File: config.mk
export PLATFORM = sky130hd
export DESIGN_NAME = pixbus_decoder
export DESIGN_NICKNAME = d
export VERILOG_FILES = /design/src/rtl/pbd_pkg.sv /design/src/rtl/pbd_hires_track.sv /design/src/rtl/pbd_half_expand.sv /design/src/rtl/pbd_nibble_pair.sv /design/src/rtl/pbd_slot_timer.sv /design/src/rtl/pixbus_decoder.sv
export SDC_FILE = /design/constraint.sdc
export NUM_CORES = 1
export LEC_CHECK = 0
export ABC_CLOCK_PERIOD_IN_PS = 5750
export BUFFER_PORTS_ARGS = -buffer_cell sky130_fd_sc_hd__buf_2
export CAP_MARGIN = 20
export CORE_MARGIN = 10
export CORE_UTILIZATION = 25
export CTS_CLUSTER_SIZE = 30
export DETAILED_ROUTE_END_ITERATION = 10
export HOLD_SLACK_MARGIN = 0.06
export MAX_ROUTING_LAYER = met4
export PLACE_DENSITY_LB_ADDON = 0.15
export SYNTH_ARGS = -nofsm -noshare
export SYNTH_HDL_FRONTEND = slang
export SYNTH_SLANG_ARGS = --single-unit
File: constraint.sdc
create_clock -name clk -period 5.75 [get_ports clk]
set_input_delay 1.4375 -clock clk [delete_from_list [all_inputs] [get_ports clk]]
set_output_delay 1.4375 -clock clk [all_outputs]
set_load 0.03 [all_outputs]
File: src/rtl/pbd_pkg.sv
package pbd_pkg;

    typedef enum logic [2:0] {
        CLS_BG  = 3'd0,
        CLS_PF0 = 3'd1,
        CLS_PF1 = 3'd2,
        CLS_PF2 = 3'd3,
        CLS_PF3 = 3'd4
    } pix_cls_t;

    typedef struct packed {
        logic       is_pf;
        logic       is_sync;
        logic       is_blank;
        logic       hires_set;
        logic [1:0] sel;
    } code_info_t;

    localparam int N_PLAYERS = 4;
    localparam int N_SLOTS   = N_PLAYERS + 1;

    function automatic code_info_t decode_code(input logic [2:0] c);
        code_info_t r;
        r.is_pf     = c[2];
        r.is_sync   = (c == 3'b001);
        r.is_blank  = (c[2:1] == 2'b01);
        r.hires_set = c[0];
        r.sel       = c[1:0];
        return r;
    endfunction

    function automatic pix_cls_t pf_class(input logic [1:0] sel);
        pix_cls_t r;
        case (sel)
            2'd0:    r = CLS_PF0;
            2'd1:    r = CLS_PF1;
            2'd2:    r = CLS_PF2;
            default: r = CLS_PF3;
        endcase
        return r;
    endfunction

    function automatic pix_cls_t luma_class(input logic lit);
        return lit ? CLS_PF1 : CLS_PF2;
    endfunction

endpackage

File: src/rtl/pbd_hires_track.sv
module pbd_hires_track
    import pbd_pkg::*;
(
    input  logic       clk,
    input  logic       rst,
    input  code_info_t info,
    output logic       hires_now,
    output logic       hires_q
);
    assign hires_now = info.is_blank ? info.hires_set : hires_q;

    always_ff @(posedge clk) begin
        if (rst) begin
            hires_q <= 1'b0;
        end else begin
            hires_q <= hires_now;
        end
    end
endmodule

File: src/rtl/pbd_half_expand.sv
module pbd_half_expand
    import pbd_pkg::*;
(
    input  code_info_t info,
    input  logic       hires,
    output pix_cls_t   left,
    output pix_cls_t   right,
    output logic       lum_only
);
    always_comb begin
        left     = CLS_BG;
        right    = CLS_BG;
        lum_only = 1'b0;
        if (info.is_pf) begin
            if (hires) begin
                left     = luma_class(info.sel[1]);
                right    = luma_class(info.sel[0]);
                lum_only = 1'b1;
            end else begin
                left  = pf_class(info.sel);
                right = pf_class(info.sel);
            end
        end
    end
endmodule

File: src/rtl/pbd_nibble_pair.sv
module pbd_nibble_pair
    import pbd_pkg::*;
(
    input  logic       clk,
    input  logic       rst,
    input  logic       enable,
    input  code_info_t info,
    output logic [3:0] nib_nx,
    output logic       valid_nx
);
    logic       second_q;
    logic [1:0] upper_q;

    assign valid_nx = enable && info.is_pf && second_q;
    assign nib_nx   = {upper_q, info.sel};

    always_ff @(posedge clk) begin
        if (rst) begin
            second_q <= 1'b0;
            upper_q  <= '0;
        end else if (!enable || !info.is_pf) begin
            second_q <= 1'b0;
        end else begin
            second_q <= ~second_q;
            if (!second_q) begin
                upper_q <= info.sel;
            end
        end
    end
endmodule

File: src/rtl/pbd_slot_timer.sv
module pbd_slot_timer
    import pbd_pkg::*;
#(
    parameter int LINE_LEN   = 228,
    parameter int MSL_SLOT   = 4,
    parameter int PLR_SLOT0  = 8,
    parameter int PLR_STRIDE = 2
) (
    input  logic               clk,
    input  logic               rst,
    input  code_info_t         info,
    input  logic               pm_en,
    output logic               start_nx,
    output logic [N_SLOTS-1:0] slot_hit
);
    localparam int CW = $clog2(LINE_LEN + 1);
    localparam logic [CW-1:0] CNT_MAX = CW'(LINE_LEN);

    logic          prev_blank_q;
    logic          armed_q;
    logic [CW-1:0] cnt_q;
    logic [CW-1:0] pos_now;
    logic          armed_now;

    assign start_nx  = info.is_blank && !prev_blank_q;
    assign armed_now = start_nx || armed_q;
    assign pos_now   = start_nx ? '0 : cnt_q;

    genvar s;
    generate
        for (s = 0; s < N_SLOTS; s++) begin : g_slot
            localparam int OFS = (s == 0) ? MSL_SLOT : PLR_SLOT0 + (s - 1) * PLR_STRIDE;
            assign slot_hit[s] = pm_en && armed_now && (pos_now == CW'(OFS));
        end
    endgenerate

    always_ff @(posedge clk) begin
        if (rst) begin
            prev_blank_q <= 1'b1;
            armed_q      <= 1'b0;
            cnt_q        <= CNT_MAX;
        end else begin
            prev_blank_q <= info.is_blank;
            armed_q      <= armed_now;
            if (pos_now != CNT_MAX) begin
                cnt_q <= pos_now + 1'b1;
            end else begin
                cnt_q <= CNT_MAX;
            end
        end
    end
endmodule

File: src/rtl/pixbus_decoder.sv
module pixbus_decoder
    import pbd_pkg::*;
#(
    parameter int LINE_LEN   = 228,
    parameter int MSL_SLOT   = 4,
    parameter int PLR_SLOT0  = 8,
    parameter int PLR_STRIDE = 2
) (
    input  logic        clk,
    input  logic        rst,
    input  logic [2:0]  code_i,
    input  logic [7:0]  dbus_i,
    input  logic        pm_en_i,
    input  logic        nib_mode_i,
    output logic [2:0]  pix_left_o,
    output logic [2:0]  pix_right_o,
    output logic        lum_only_o,
    output logic        hires_o,
    output logic        vsync_o,
    output logic        hblank_o,
    output logic        line_start_o,
    output logic [3:0]  nib_o,
    output logic        nib_valid_o,
    output logic        msl_stb_o,
    output logic [7:0]  msl_byte_o,
    output logic [3:0]  plr_stb_o,
    output logic [31:0] plr_bytes_o
);
    code_info_t         info;
    logic               hires_now;
    logic               hires_q;
    pix_cls_t           left_nx;
    pix_cls_t           right_nx;
    logic               lum_nx;
    logic [3:0]         nib_nx;
    logic               nib_v_nx;
    logic               start_nx;
    logic [N_SLOTS-1:0] slot_hit;

    assign info    = decode_code(code_i);
    assign hires_o = hires_q;

    pbd_hires_track u_hires (
        .clk       (clk),
        .rst       (rst),
        .info      (info),
        .hires_now (hires_now),
        .hires_q   (hires_q)
    );

    pbd_half_expand u_expand (
        .info     (info),
        .hires    (hires_now),
        .left     (left_nx),
        .right    (right_nx),
        .lum_only (lum_nx)
    );

    pbd_nibble_pair u_nib (
        .clk      (clk),
        .rst      (rst),
        .enable   (nib_mode_i),
        .info     (info),
        .nib_nx   (nib_nx),
        .valid_nx (nib_v_nx)
    );

    pbd_slot_timer #(
        .LINE_LEN   (LINE_LEN),
        .MSL_SLOT   (MSL_SLOT),
        .PLR_SLOT0  (PLR_SLOT0),
        .PLR_STRIDE (PLR_STRIDE)
    ) u_slots (
        .clk      (clk),
        .rst      (rst),
        .info     (info),
        .pm_en    (pm_en_i),
        .start_nx (start_nx),
        .slot_hit (slot_hit)
    );

    always_ff @(posedge clk) begin
        if (rst) begin
            pix_left_o   <= CLS_BG;
            pix_right_o  <= CLS_BG;
            lum_only_o   <= 1'b0;
            vsync_o      <= 1'b0;
            hblank_o     <= 1'b0;
            line_start_o <= 1'b0;
            nib_o        <= '0;
            nib_valid_o  <= 1'b0;
            msl_stb_o    <= 1'b0;
            msl_byte_o   <= '0;
        end else begin
            pix_left_o   <= left_nx;
            pix_right_o  <= right_nx;
            lum_only_o   <= lum_nx;
            vsync_o      <= info.is_sync;
            hblank_o     <= info.is_blank;
            line_start_o <= start_nx;
            nib_valid_o  <= nib_v_nx;
            if (nib_v_nx) begin
                nib_o <= nib_nx;
            end
            msl_stb_o <= slot_hit[0];
            if (slot_hit[0]) begin
                msl_byte_o <= dbus_i;
            end
        end
    end

    genvar p;
    generate
        for (p = 0; p < N_PLAYERS; p++) begin : g_plr
            always_ff @(posedge clk) begin
                if (rst) begin
                    plr_stb_o[p]         <= 1'b0;
                    plr_bytes_o[8*p +: 8] <= '0;
                end else begin
                    plr_stb_o[p] <= slot_hit[p+1];
                    if (slot_hit[p+1]) begin
                        plr_bytes_o[8*p +: 8] <= dbus_i;
                    end
                end
            end
        end
    endgenerate
endmodule

# After elaboration in Yosys (flattened, before gate mapping)
# Index checks and enable logic that the tools add are counted.
dict set report word_totals {
  regBits 74
  word_cells 66
}
dict set report op_classes {
  n_addsub 1
  n_eq_ne 10
  mux 8
  n_bitwise 4
  reduce_logical 19
}
# op n
set ops {}
lappend ops {{8-bit by 4-bit == test with 1-bit output, second input constant} 4}
lappend ops {{1-bit logical AND} 9}
lappend ops {{3-bit one-hot mux with 3 select lines} 1}
lappend ops {{8-bit by 1-bit adder with 8-bit output, second input constant} 1}
lappend ops {{8-bit by 3-bit == test with 1-bit output, second input constant} 1}
lappend ops {{8-bit two-way mux} 1}
lappend ops {{8-bit inequality test, second input constant} 1}
lappend ops {{3-bit two-way mux} 2}
lappend ops {{2-bit OR reduction} 3}
lappend ops {{2-bit by 1-bit == test with 1-bit output, second input constant} 2}
lappend ops {{1-bit two-way mux} 4}
lappend ops {{1-bit NOT} 4}
lappend ops {{3-bit by 1-bit == test with 1-bit output, second input constant} 1}
lappend ops {{1-bit logical NOT} 3}
lappend ops {{2-bit == test, second input constant} 1}
lappend ops {{2-bit logical NOT} 1}
lappend ops {{1-bit logical OR} 2}
lappend ops {{2-bit AND reduction} 1}

# Logic depth before layout (Yosys ltp)
dict set report depth {
  word_depth 6
  depth_mapped 10
  mapped_depth_nobuf 7
}

# Modules after synthesis
# Synthesis repeated with hierarchy kept, for this count alone.
dict set report unflattened {
  cells_unflattened 267
  area_unflattened_um2 2830.2
}
# mod instances cells_per_inst area_each_um2
set modules_own_cells {}
lappend modules_own_cells {pixbus_decoder 1 180 2031.9}
lappend modules_own_cells {pbd_slot_timer 1 60 533.0}
lappend modules_own_cells {pbd_nibble_pair 1 14 143.9}
lappend modules_own_cells {pbd_half_expand 1 10 72.6}
lappend modules_own_cells {pbd_hires_track 1 3 48.8}

# Least setup slack after synthesis
# Ideal clock, no wire load.
dict set report synth_path {
  path_kind {input port to flip-flop}
  start {input code_i[2]}
  end {register plr_bytes_o[16]}
  setup_ns 0.125
  t_arrival_ns 3.359
  t_required_ns 5.625
  setup_slack_ns 2.266
  path_stages 10
  n_path_buf 3
  cell_sequence {clkbuf_1 or3b_2 clkbuf_1 nand2_1 ha_1 nand4_1 or4_1 buf_2 nand3b_1 o21ai_1}
}
dict set report synth_between {
  elab_chain_cells 5
  word_cells_on_any_way 7
  classes_between {eq/ne (2); mux (1); reduce/logical (4)}
}
# item line_no
set synth_lines {}
lappend synth_lines {{start: declaration} pixbus_decoder.sv:11} ;# input logic [2:0] code_i,
lappend synth_lines {{2-bit by 1-bit == test with 1-bit output *} pbd_pkg.sv:26} ;# r.is_blank = (c[2:1] == 2'b01);
lappend synth_lines {{1-bit logical AND *} pbd_slot_timer.sv:25} ;# assign start_nx = info.is_blank && !prev_blank_q;
lappend synth_lines {{8-bit two-way mux / 1-bit logical OR (equally long branches)} {pbd_slot_timer.sv:27, pbd_slot_timer.sv:26}}
lappend synth_lines {{8-bit by 4-bit == test with 1-bit output / 1-bit logical AND (equally long branches)} pbd_slot_timer.sv:33} ;# assign slot_hit[s] = pm_en && armed_now && (pos_now == CW'(OFS));
lappend synth_lines {{1-bit logical AND *} pbd_slot_timer.sv:33}
lappend synth_lines {{end signal: indexed assignment} pixbus_decoder.sv:122} ;# plr_bytes_o[8*p +: 8] <= dbus_i;
lappend synth_lines {{end: declaration} pixbus_decoder.sv:27} ;# output logic [31:0] plr_bytes_o
# Every way passes the cells marked *; elsewhere a longest branch is shown, timed or not.
# A chain may end at the register's enable or synchronous reset.

# Worst setup path in the final report
# Same ends and word-level chain as after synthesis.

==> flow_summary_export.csv <==
group,metric,value,unit
run_status,outcome,"finished clean",
sta,period_share,57.31,%
critical_path,critical-path-slowest-cell,"or3b_2",
critical_path,critPathLaunch,"code_i[2]",
logic_synthesis,yosys_warnings,0,
routing,drt-pass1-iter-count,4,
hold_path,worstHoldPathType,"reg -> reg",
clock_network,tritoncts,"done",
clock_network,postCtsSetupBuffers,0,
critical_path,slowest_delay,0.62,ns
placement,globalplace.congestion,0.7614,
pwr,power.leakage,0.001481,µW
routing,vias,2313,
clock_network,clkSinkCount,72,
sta,setup_viol,0,
pwr,vdd_drop_max,132.1,µV
critical_path,path_class,"in -> reg",
clock_network,cts_resized,0,
grt,antenna_found_initial,0,
logic_synthesis,synth_area_per_cell,9.759,µm²
flow_run,max_cap_viol_count,0,
routing,avgRoutedWirePerCell,16.07,µm
logic_synthesis,synth_fp_nets,310,
sta,report.final.hold_viol_count,0,
sta,slew_violations,0,
grt,grt_max_degree,76,
floorplan,pin_count,76,
sta,setup_slack,2.455,ns
sta,skew,0.008447,ns
critical_path,reg2reg_from,"u_slots.prev_blank_q$_SDFF_PP1_",
routing,drc,0,
critical_path,crit_path_end_kind,"flip-flop",
sta,worst_pin_slew,0.7890,ns
placement,io_buffers,75,
finish,mostFrequentLayoutCells,"buf_2, dfxtp_1, nand3b_1",
sta,slew_headroom,46.91,%
sta,rsz0062_at_grt,"false",
floorplan,die_x,126.4,µm
finish,final_common_cell,"buf_2",
logic_synthesis,ys_ff_latch,72,
finish,nets,378,
critical_path,worstPathMaxFanout,12,
logic_synthesis,yosysSeqAreaShare,50.93,%
clock_network,clock_path_buffers,2,
sta,finalCriticalPeriod,3.295,ns
grt,grt_pass1_vias,2338,
critical_path,start_kind,"primary input",
sta,max_freq,0.3035,GHz
critical_path,critPathCapture,"plr_bytes_o[16]$_SDFFE_PP0P_",
finish,synthToLayoutAreaGrowth,27.06,%
logic_synthesis,synth_area,2830,µm²
grt,grt_pass1_wl,13090,µm
clock_network,holdBufCountCts,0,
placement,place_ws,2.110,ns
critical_path,cp.arrival,3.51,ns
critical_path,critPathRequiredTime,5.96,ns
hold_path,hp-start,"u_nib.second_q$_SDFF_PP0_",
clock_network,cts_htree_levels,3,
finish,n_fill_cell,1148,
sta,setup_tns,0,ns
critical_path,worstPathCellList,"buf_2, or3b_2, nand2_1, ha_1, nand4_1, or4_1, nand3b_1, o21ai_1",
floorplan,std_cell_rows,38,
floorplan,start_util,25.77,%
critical_path,r2r_end,"plr_bytes_o[16]$_SDFFE_PP0P_",
routing,via_per_inst,4.608,
finish,drive_above_1_share,28.18,%
floorplan,fp.dieH,126.4,µm
finish,n_antenna_cell,0,
grt,grt-ovfl-total,0,
clock_network,ctsRootBufferMaster,"clkbuf_16",
placement,place_hpwl,5629,µm
pwr,power.density,314.4,nW/µm²
routing,wl,8066,µm
routing,ant_nets,0,
clock_network,cts_buffers,9,
grt,grt_usage,10.47,%
routing,drtIter0Drc,206,
floorplan,dieArea,15980,µm²
critical_path,r2r_slack,3.43,ns
logic_synthesis,ys_types,36,
logic_synthesis,netlist_instances,290,
critical_path,r2r_cells,7,
clock_network,clkLatencyLatePin,0.33,ns
floorplan,coreArea,10980,µm²
clock_network,clk_pin_slew,0.05,ns
worst min path at each step:
stage	endpoint	slack, ns	depth (start not counted)
after global placement	u_nib.second_q$_SDFF_PP0_	0.42	1
after floorplan	u_nib.second_q$_SDFF_PP0_	0.41	1
after detailed placement	u_nib.second_q$_SDFF_PP0_	0.43	1
after global routing	u_nib.second_q$_SDFF_PP0_	0.48	1
final	u_nib.second_q$_SDFF_PP0_	0.45	1
after CTS	u_nib.second_q$_SDFF_PP0_	0.44	1
layer usage:
layer,vias to the layer above,global-route usage (%),part of all wire [%]
met5,-,-,0
met4,0,3.014,1.1
met3,8,4.040,6.3
met2,64,15.34,44
met1,1085,13.07,48
li1,1156,-,-
metrics by stage:
step / hold WS [ns] / utilization (%) / instances / area [µm²] / total power (µW)
CTS: 0.4436 / 32.56 / 501 / 3576 / 1146
floorplan: 0.4109 / - / 290 / 2830 / 574.2
global route: 0.4766 / 32.74 / 502 / 3596 / 1180
detailed placement: 0.4333 / 29.93 / 486 / 3287 / 597.0
finish: 0.4470 / 32.74 / 502 / 3596 / 1130
global placement: 0.4218 / 29.93 / 486 / 3287 / 597.1
Yosys cell counts:
cell,count,area (µm²)
nor3_1,6,30.03
a21o_1,3,22.52
or4bb_1,1,11.26
buf_6,1,11.26
o21ai_0,17,85.08
xor2_1,1,8.760
a211oi_1,1,7.510
o21a_1,1,7.510
and4b_1,2,20.02
nand2b_1,17,106.4
dfxtp_1,72,1441
or4_1,3,22.52
nor2b_1,2,12.51
and4_1,1,8.760
or3b_2,1,8.760
nor4_2,2,25.02
mux2i_1,5,50.05
nor3b_1,3,22.52
nand3b_1,34,255.2
xnor2_1,5,43.79
clkbuf_1,12,45.04
nand4_1,5,31.28
nand4b_1,1,8.760
nand3_1,5,25.02
nand2_1,11,41.29
nor4_1,6,37.54
nor3b_2,1,12.51
a21oi_1,4,20.02
nand3b_2,8,90.09
nor2_1,20,75.07
buf_2,3,15.01
or3_4,1,11.26
o21ai_1,24,120.1
buf_4,3,22.52
ha_1,5,62.56
inv_1,3,11.26
critical path: cells and delay by family:
| family | cells | cell delay, ns |
|---|---|---|
| and+or+nand+nor | 5 | 1.62 |
| adders and majority gates | 1 | 0.23 |
| buffers and inverters | 1 | 0.15 |
| AOI/OAI and AO/OA | 1 | 0.07 |
flip-flops by register name (all words and copies together), names as in the netlist:
register	cells
u_hires.hires_q	1
vsync_o	1
plr_stb_o	4
pix_left_o	2
u_nib.upper_q	2
u_slots.cnt_q	8
lum_only_o	1
nib_o	4
u_slots.armed_q	1
hblank_o	1
pix_right_o	2
msl_byte_o	8
plr_bytes_o	32
line_start_o	1
msl_stb_o	1
nib_valid_o	1
u_slots.prev_blank_q	1
u_nib.second_q	1
cells by family after synthesis:
group / Yosys count / share of synthesized area, %
AND/OR/NAND/NOR: 130 / 30.24
multiplexers: 5 / 1.768
adder cells (fa/ha/maj): 5 / 2.210
AO/OA/AOI/OAI: 50 / 9.284
XOR/XNOR: 6 / 1.857
buffers and inverters: 22 / 3.713
flip-flops: 72 / 50.93
where the power goes:
part,internal (µW),switching (µW)
sequential,507,8.78
combinational,27.6,42.9
clock,344,200
final cells by class:
class	count	area, µm²	area share [%]
flip-flops and latches	72	1441	40.08
multi-input cells	196	1284	35.70
repair buffers	76	395.4	11.00
clock buffers	12	246.5	6.855
well taps	140	175.2	4.871
clock inverters	3	42.54	1.183
inverters	3	11.26	0.3132
Note: power is estimated with default switching activity, not from simulation.
